==> src/rtl/ep0_csr_pkg.sv <==
package ep0_csr_pkg;
  localparam int CSR_W      = 8;
  localparam int NFLAG      = 6;
  // bit positions decoded by software
  localparam int B_RXRDY    = 0;
  localparam int B_TXRDY    = 1;
  localparam int B_STALLED  = 2;
  localparam int B_DATAEND  = 3;
  localparam int B_SETUPEND = 4;
  localparam int B_SENDSTL  = 5;
  localparam int B_RXCLR    = 6;
  localparam int B_SUCLR    = 7;
endpackage

==> src/rtl/ep0_rst_sync.sv <==
module ep0_rst_sync #(
  parameter int STAGES = 2
) (
  input  logic clk,
  input  logic rst_n_in,
  output logic rst_n_out
);
  logic [STAGES-1:0] sync_q;

  always_ff @(posedge clk or negedge rst_n_in) begin
    if (!rst_n_in) sync_q <= '0;
    else           sync_q <= {sync_q[STAGES-2:0], 1'b1};
  end

  assign rst_n_out = sync_q[STAGES-1];
endmodule

==> src/rtl/ep0_wr_decode.sv <==
module ep0_wr_decode
  import ep0_csr_pkg::*;
(
  input  logic             wr_en,
  input  logic [CSR_W-1:0] wr_data,
  input  logic             ev_tx_done,
  input  logic             ev_rx_pkt,
  input  logic             ev_ctl_abort,
  input  logic             ev_stall_sent,
  input  logic             ev_status_done,
  input  logic [NFLAG-1:0] flag_q,
  output logic [NFLAG-1:0] flag_set,
  output logic [NFLAG-1:0] flag_clr,
  output logic             irq_cause,
  output logic             flush_cause
);
  logic abort_hit;

  always_comb begin
    abort_hit = ev_ctl_abort && !flag_q[B_DATAEND];

    flag_set = '0;
    flag_clr = '0;

    flag_set[B_RXRDY]    = ev_rx_pkt;
    flag_clr[B_RXRDY]    = wr_en && wr_data[B_RXCLR];

    flag_set[B_TXRDY]    = wr_en && wr_data[B_TXRDY];
    flag_clr[B_TXRDY]    = ev_tx_done;

    flag_set[B_STALLED]  = ev_stall_sent;
    flag_clr[B_STALLED]  = wr_en && !wr_data[B_STALLED];

    flag_set[B_DATAEND]  = wr_en && wr_data[B_DATAEND];
    flag_clr[B_DATAEND]  = ev_status_done;

    flag_set[B_SETUPEND] = abort_hit;
    flag_clr[B_SETUPEND] = wr_en && wr_data[B_SUCLR];

    flag_set[B_SENDSTL]  = wr_en && wr_data[B_SENDSTL];
    flag_clr[B_SENDSTL]  = ev_stall_sent;

    irq_cause   = (ev_tx_done && flag_q[B_TXRDY]) || ev_rx_pkt ||
                  abort_hit || ev_stall_sent;
    flush_cause = abort_hit;
  end
endmodule

==> src/rtl/ep0_flag.sv <==
module ep0_flag #(
  parameter bit SET_WINS = 1'b1
) (
  input  logic clk,
  input  logic rst_n,
  input  logic set,
  input  logic clr,
  output logic q
);
  logic q_en;
  logic q_nxt;

  always_comb begin
    q_en  = set || clr;
    q_nxt = q;
    if (set && clr) q_nxt = SET_WINS;
    else if (set)   q_nxt = 1'b1;
    else if (clr)   q_nxt = 1'b0;
  end

  always_ff @(posedge clk or negedge rst_n) begin
    if (!rst_n)    q <= 1'b0;
    else if (q_en) q <= q_nxt;
  end
endmodule

==> src/rtl/ep0_evt_out.sv <==
module ep0_evt_out (
  input  logic clk,
  input  logic rst_n,
  input  logic irq_cause,
  input  logic flush_cause,
  output logic irq,
  output logic fifo_flush
);
  logic irq_nxt;
  logic flush_nxt;

  always_comb begin
    irq_nxt   = irq_cause;
    flush_nxt = flush_cause;
  end

  always_ff @(posedge clk or negedge rst_n) begin
    if (!rst_n) begin
      irq        <= 1'b0;
      fifo_flush <= 1'b0;
    end else begin
      irq        <= irq_nxt;
      fifo_flush <= flush_nxt;
    end
  end
endmodule

==> src/rtl/ep0_ctl_status.sv <==
module ep0_ctl_status
  import ep0_csr_pkg::*;
(
  input  logic             clk,
  input  logic             rst_n,
  input  logic             wr_en,
  input  logic [CSR_W-1:0] wr_data,
  output logic [CSR_W-1:0] rd_data,
  input  logic             ev_tx_done,
  input  logic             ev_rx_pkt,
  input  logic             ev_ctl_abort,
  input  logic             ev_stall_sent,
  input  logic             ev_status_done,
  output logic             irq,
  output logic             fifo_flush,
  output logic             stall_req,
  output logic             last_pkt
);
  localparam int PAD_W = CSR_W - NFLAG;

  logic             rst_n_s;
  logic [NFLAG-1:0] flag_q;
  logic [NFLAG-1:0] flag_set;
  logic [NFLAG-1:0] flag_clr;
  logic             irq_cause;
  logic             flush_cause;

  ep0_rst_sync #(.STAGES(2)) u_rst (
    .clk       (clk),
    .rst_n_in  (rst_n),
    .rst_n_out (rst_n_s)
  );

  ep0_wr_decode u_dec (
    .wr_en          (wr_en),
    .wr_data        (wr_data),
    .ev_tx_done     (ev_tx_done),
    .ev_rx_pkt      (ev_rx_pkt),
    .ev_ctl_abort   (ev_ctl_abort),
    .ev_stall_sent  (ev_stall_sent),
    .ev_status_done (ev_status_done),
    .flag_q         (flag_q),
    .flag_set       (flag_set),
    .flag_clr       (flag_clr),
    .irq_cause      (irq_cause),
    .flush_cause    (flush_cause)
  );

  for (genvar i = 0; i < NFLAG; i++) begin : g_flag
    ep0_flag #(.SET_WINS(1'b1)) u_flag (
      .clk   (clk),
      .rst_n (rst_n_s),
      .set   (flag_set[i]),
      .clr   (flag_clr[i]),
      .q     (flag_q[i])
    );
  end

  ep0_evt_out u_evt (
    .clk         (clk),
    .rst_n       (rst_n_s),
    .irq_cause   (irq_cause),
    .flush_cause (flush_cause),
    .irq         (irq),
    .fifo_flush  (fifo_flush)
  );

  assign rd_data   = {{PAD_W{1'b0}}, flag_q};
  assign stall_req = flag_q[B_SENDSTL];
  assign last_pkt  = flag_q[B_DATAEND];


  strobe_bits_zero_chk: assert property (@(posedge clk) disable iff (!rst_n_s)
    rd_data[B_SUCLR:B_RXCLR] == 2'b00);


  rx_set_irq_chk: assert property (@(posedge clk) disable iff (!rst_n_s)
    ev_rx_pkt |=> (rd_data[B_RXRDY] && irq));


  stalled_set_irq_chk: assert property (@(posedge clk) disable iff (!rst_n_s)
    ev_stall_sent |=> (rd_data[B_STALLED] && irq));


  setup_rise_flush_chk: assert property (@(posedge clk) disable iff (!rst_n_s)
    $rose(rd_data[B_SETUPEND]) |-> (fifo_flush && irq));


  flush_has_setup_chk: assert property (@(posedge clk) disable iff (!rst_n_s)
    fifo_flush |-> rd_data[B_SETUPEND]);


  stall_write_chk: assert property (@(posedge clk) disable iff (!rst_n_s)
    (wr_en && wr_data[B_SENDSTL]) |=> stall_req);
endmodule

==> config.mk <==
export PLATFORM = sky130hd
export DESIGN_NAME = ep0_ctl_status
export DESIGN_NICKNAME = d
export VERILOG_FILES = /design/src/rtl/ep0_csr_pkg.sv /design/src/rtl/ep0_rst_sync.sv /design/src/rtl/ep0_wr_decode.sv /design/src/rtl/ep0_flag.sv /design/src/rtl/ep0_evt_out.sv /design/src/rtl/ep0_ctl_status.sv
export SDC_FILE = /design/constraint.sdc
export NUM_CORES = 1
export LEC_CHECK = 0
export BUFFER_PORTS_ARGS = -buffer_cell sky130_fd_sc_hd__clkbuf_2
export CORE_UTILIZATION = 30
export CTS_CLUSTER_SIZE = 12
export DETAILED_ROUTE_END_ITERATION = 12
export SYNTH_ARGS = -nofsm -noshare
export SYNTH_HDL_FRONTEND = slang
export SYNTH_SLANG_ARGS = --single-unit
==> constraint.sdc <==
create_clock -name clk -period 0.8 [get_ports clk]
set_input_delay 0.04 -clock clk [delete_from_list [all_inputs] [get_ports clk]]
set_output_delay 0.04 -clock clk [all_outputs]
set_load 0.01 [all_outputs]
==> impl_metrics.py <==
metrics = {
    "clock_network": {
        "htreeDepth": 1,
        "tritoncts": "built",
        "clk_path_buf_depth": 2,
        "cts_made_buffers": 3,
        "cts.root.buffer_cell": "sky130_fd_sc_hd__clkbuf_4",
        "cts.reportedPaths.clkPinSlew_ps": 70,
        "worst_skew_pair.late_latency_ps": 260,
        "clock_sinks": 10,
    },
    "detailed_routing": {
        "drt_first_iter_violations": 4,
        "num_vias": 353,
        "drt-vias-per-instance": 4.105,
        "routed_length_per_placed_instance_um": 9.860,
        "drcViolationCount": 0,
        "ant_nets": 0,
        "drt_wl_total_um": 848,
        "drt_first_pass_iters": 4,
    },
    "sta": {
        "report.final.hold_viol_count": 0,
        "period_share": 1.189,
        "rsz0062_at_grt": "yes",
        "setup_ws_ps": -151.1,
        "final.setup_skew_ps": 1.894,
        "final_max_slew_viol_count": 0,
        "hold-worst-slack_ps": 5.356,
        "timing.fmax_ghz": 1.051,
        "timing.setup.tns_ps": -661.5,
        "setup-violations-final": 10,
        "final.min_clock_period_ps": 951.1,
    },
    "run": {
        "timing.max_cap.violations": 0,
    },
    "placement": {
        "buffer_ports.inserted": 23,
        "final_weighted_congestion_in_routability_driven_placement": 0.6439,
        "post-dp-hpwl_um": 587.1,
        "placed_cells": 70,
        "placement.setup.worst_slack_ps": -87.73,
        "placedInstanceArea_um2": 511.7,
    },
    "yosys": {
        "mux_cell_area_share_after_synthesis": 0,
        "synth_adder_area_share": 0,
        "postSynthCellCount": 37,
        "flop_and_latch_count_out_of_synthesis": 10,
        "synthesis.area_per_instance_um2": 11.29,
        "synth_xor_xnor_area_share": 0,
        "synth-simple-area-share": 0.09281,
        "ys_warn_count": 0,
        "synth.lib_cells_used.distinct": 11,
        "synth_compound_gate_area_share": 0.1198,
        "combinational_family_with_the_most_area_after_synthesis": "buffers and inverters",
        "ys_seq_area_frac": 0.5988,
        "synth.cell_area_um2": 417.9,
    },
    "cells_and_area": {
        "final-instance-count-excl-fill": 86,
        "n_antenna_cell": 0,
        "n_fill_cell": 134,
        "finalCoreUtilization": 0.5260,
        "syn_to_final_growth_pct": 63.77,
        "layout.nets": 88,
        "final_layout_size_suffix_gt1_frac": 0.5070,
        "fin_area_um2": 684.4,
    },
    "grt": {
        "grt_first_pass_wirelength_um": 1221,
        "first_global_vias": 321,
        "globalRoute.totalOverflow": 0,
        "grt_usage": 0.1277,
        "antenna_found_initial": 0,
        "largest_net_degree_at_the_start_of_global_routing": 9,
    },
    "floorplanning": {
        "die_h_um": 39.32,
        "initial_utilization": 0.3212,
        "design.die.area_mm2": 0.001546,
        "io-pin-count": 28,
        "floorplan.die.width_um": 39.32,
        "fp.coreArea_mm2": 0.001301,
        "core.rowCount": 13,
    },
    "power": {
        "leakage_nw": 0.3611,
        "power.total_mw": 1.259,
        "netSwitchingPower_mw": 0.2863,
        "pwr_density_cell_mw_per_mm2": 1840,
        "intPower_mw": 0.9731,
        "p_seq_frac": 0.456,
        "ir_worst_vdd_v": 0.0009135,
        "clock_power_share": 0.349,
        "switching_share": 0.2274,
        "power.share.combinational": 0.195,
    },
    "critical_path": {
        "worstSetupStartpointType": "register",
        "worst_setup_path_end_kind": "primary output",
        "arrival_time_of_data_at_the_critical_path_endpoint_ps": 910,
        "crit_type": "register to primary output",
        "critical_path_peak_fanout": 3,
        "worst-endpoint-required_ps": 760,
    },
    "outcome": {
        "violated_checks": "setup timing",
        "status": "finished, violations left",
    },
    "hold_path": {
        "hold_path.class": "input port to register",
    },
}
-- repair_timing --
item / 4_1_cts / 5_1_grt
buffers inserted: 2 / 2
resized for setup: 2 / 7
endpoints found under the setup margin: 11 / 12
pin swaps: 0 / 1
hold buffers: 7 / 1
endpoints found under the hold margin: 7 / 1
-- worst paths after layout --
kind / endpoint / startpoint / slack [ps] / cells past startpoint
setup reg to reg: u_evt.irq / g_flag[3].u_flag.q / -130 / 3
max in group asynchronous: g_flag[3].u_flag.q / u_rst.sync_q[1] / 410 / 0
setup / recovery: rd_data[3] / g_flag[3].u_flag.q / -150 / 2
hold reg to reg: g_flag[0].u_flag.q / u_rst.sync_q[1] / 130 / 0
min in group asynchronous: u_rst.sync_q[0] / rst_n / 110 / 2
hold / removal: u_evt.irq / ev_stall_sent / 5 / 2
-- cells by family (layout without fill, tap and decap cells) --
logic type	after synthesis	in the layout
buf+inv	11	44
simple gates	7	7
other cells	2	3
flops	10	10
compound gates	7	7
-- cells in the mapped netlist, drive strengths merged --
cell / number / share of area
buf: 8 / 0.14
a21o: 3 / 0.057
conb: 2 / 0.018
inv: 3 / 0.027
nand2: 5 / 0.045
o21ai: 3 / 0.036
a2111o: 1 / 0.027
nor2b: 1 / 0.033
dfrtp: 10 / 0.60
nand2b: 1 / 0.015
-- cell usage in the layout, fill, tap and decap left out, drive strengths merged --
cell         instances
a2111o               1
nand2                5
nor2b                1
o21ai                3
buf                  9
dlygate4sd3          8
inv                  3
clkbuf              24
nand2b               1
conb                 3
a21o                 3
dfrtp               10
-- worst max-delay path, cell delays in order (launching register included) --
cell,delay [ps]
sky130_fd_sc_hd__dfrtp_2,420
sky130_fd_sc_hd__buf_6,130
sky130_fd_sc_hd__buf_6,110
-- power groups by stage --
stage | clock network (mW) | registers [mW] | logic (mW)
final | 0.440 | 0.574 | 0.246
after global routing | 0.496 | 0.579 | 0.266
after CTS | 0.459 | 0.575 | 0.211
after detailed placement | 0 | 0.585 | 0.164
after global placement | 0 | 0.582 | 0.164
after floorplan | 0 | 0.588 | 0.101
-- final cells by class --
class | instances | area, um2 | share of cell area
Timing Repair Buffer | 37 | 266.5 | 0.3894
Multi-Input combinational cell | 17 | 100.1 | 0.1463
Tap cell | 15 | 18.77 | 0.02742
Clock buffer | 4 | 36.28 | 0.05302
Inverter | 3 | 11.26 | 0.01645
Sequential cell | 10 | 251.5 | 0.3675
-- per-layer routing --
metal | track usage | up-vias | share of wire
li1 | - | 172 | -
met1 | 0.1079 | 166 | 0.34
met2 | 0.2542 | 15 | 0.59
met3 | 0.03409 | 0 | 0.065
met4 | 0.07759 | 0 | 0
met5 | 0 | - | 0
-- sequential cells by signal, indices dropped and copies added (netlist names) --
register,count
u_evt.irq,1
u_evt.fifo_flush,1
g_flag.u_flag.q,6
u_rst.sync_q,2
No activity file was read; power rests on OpenSTA's default activity.
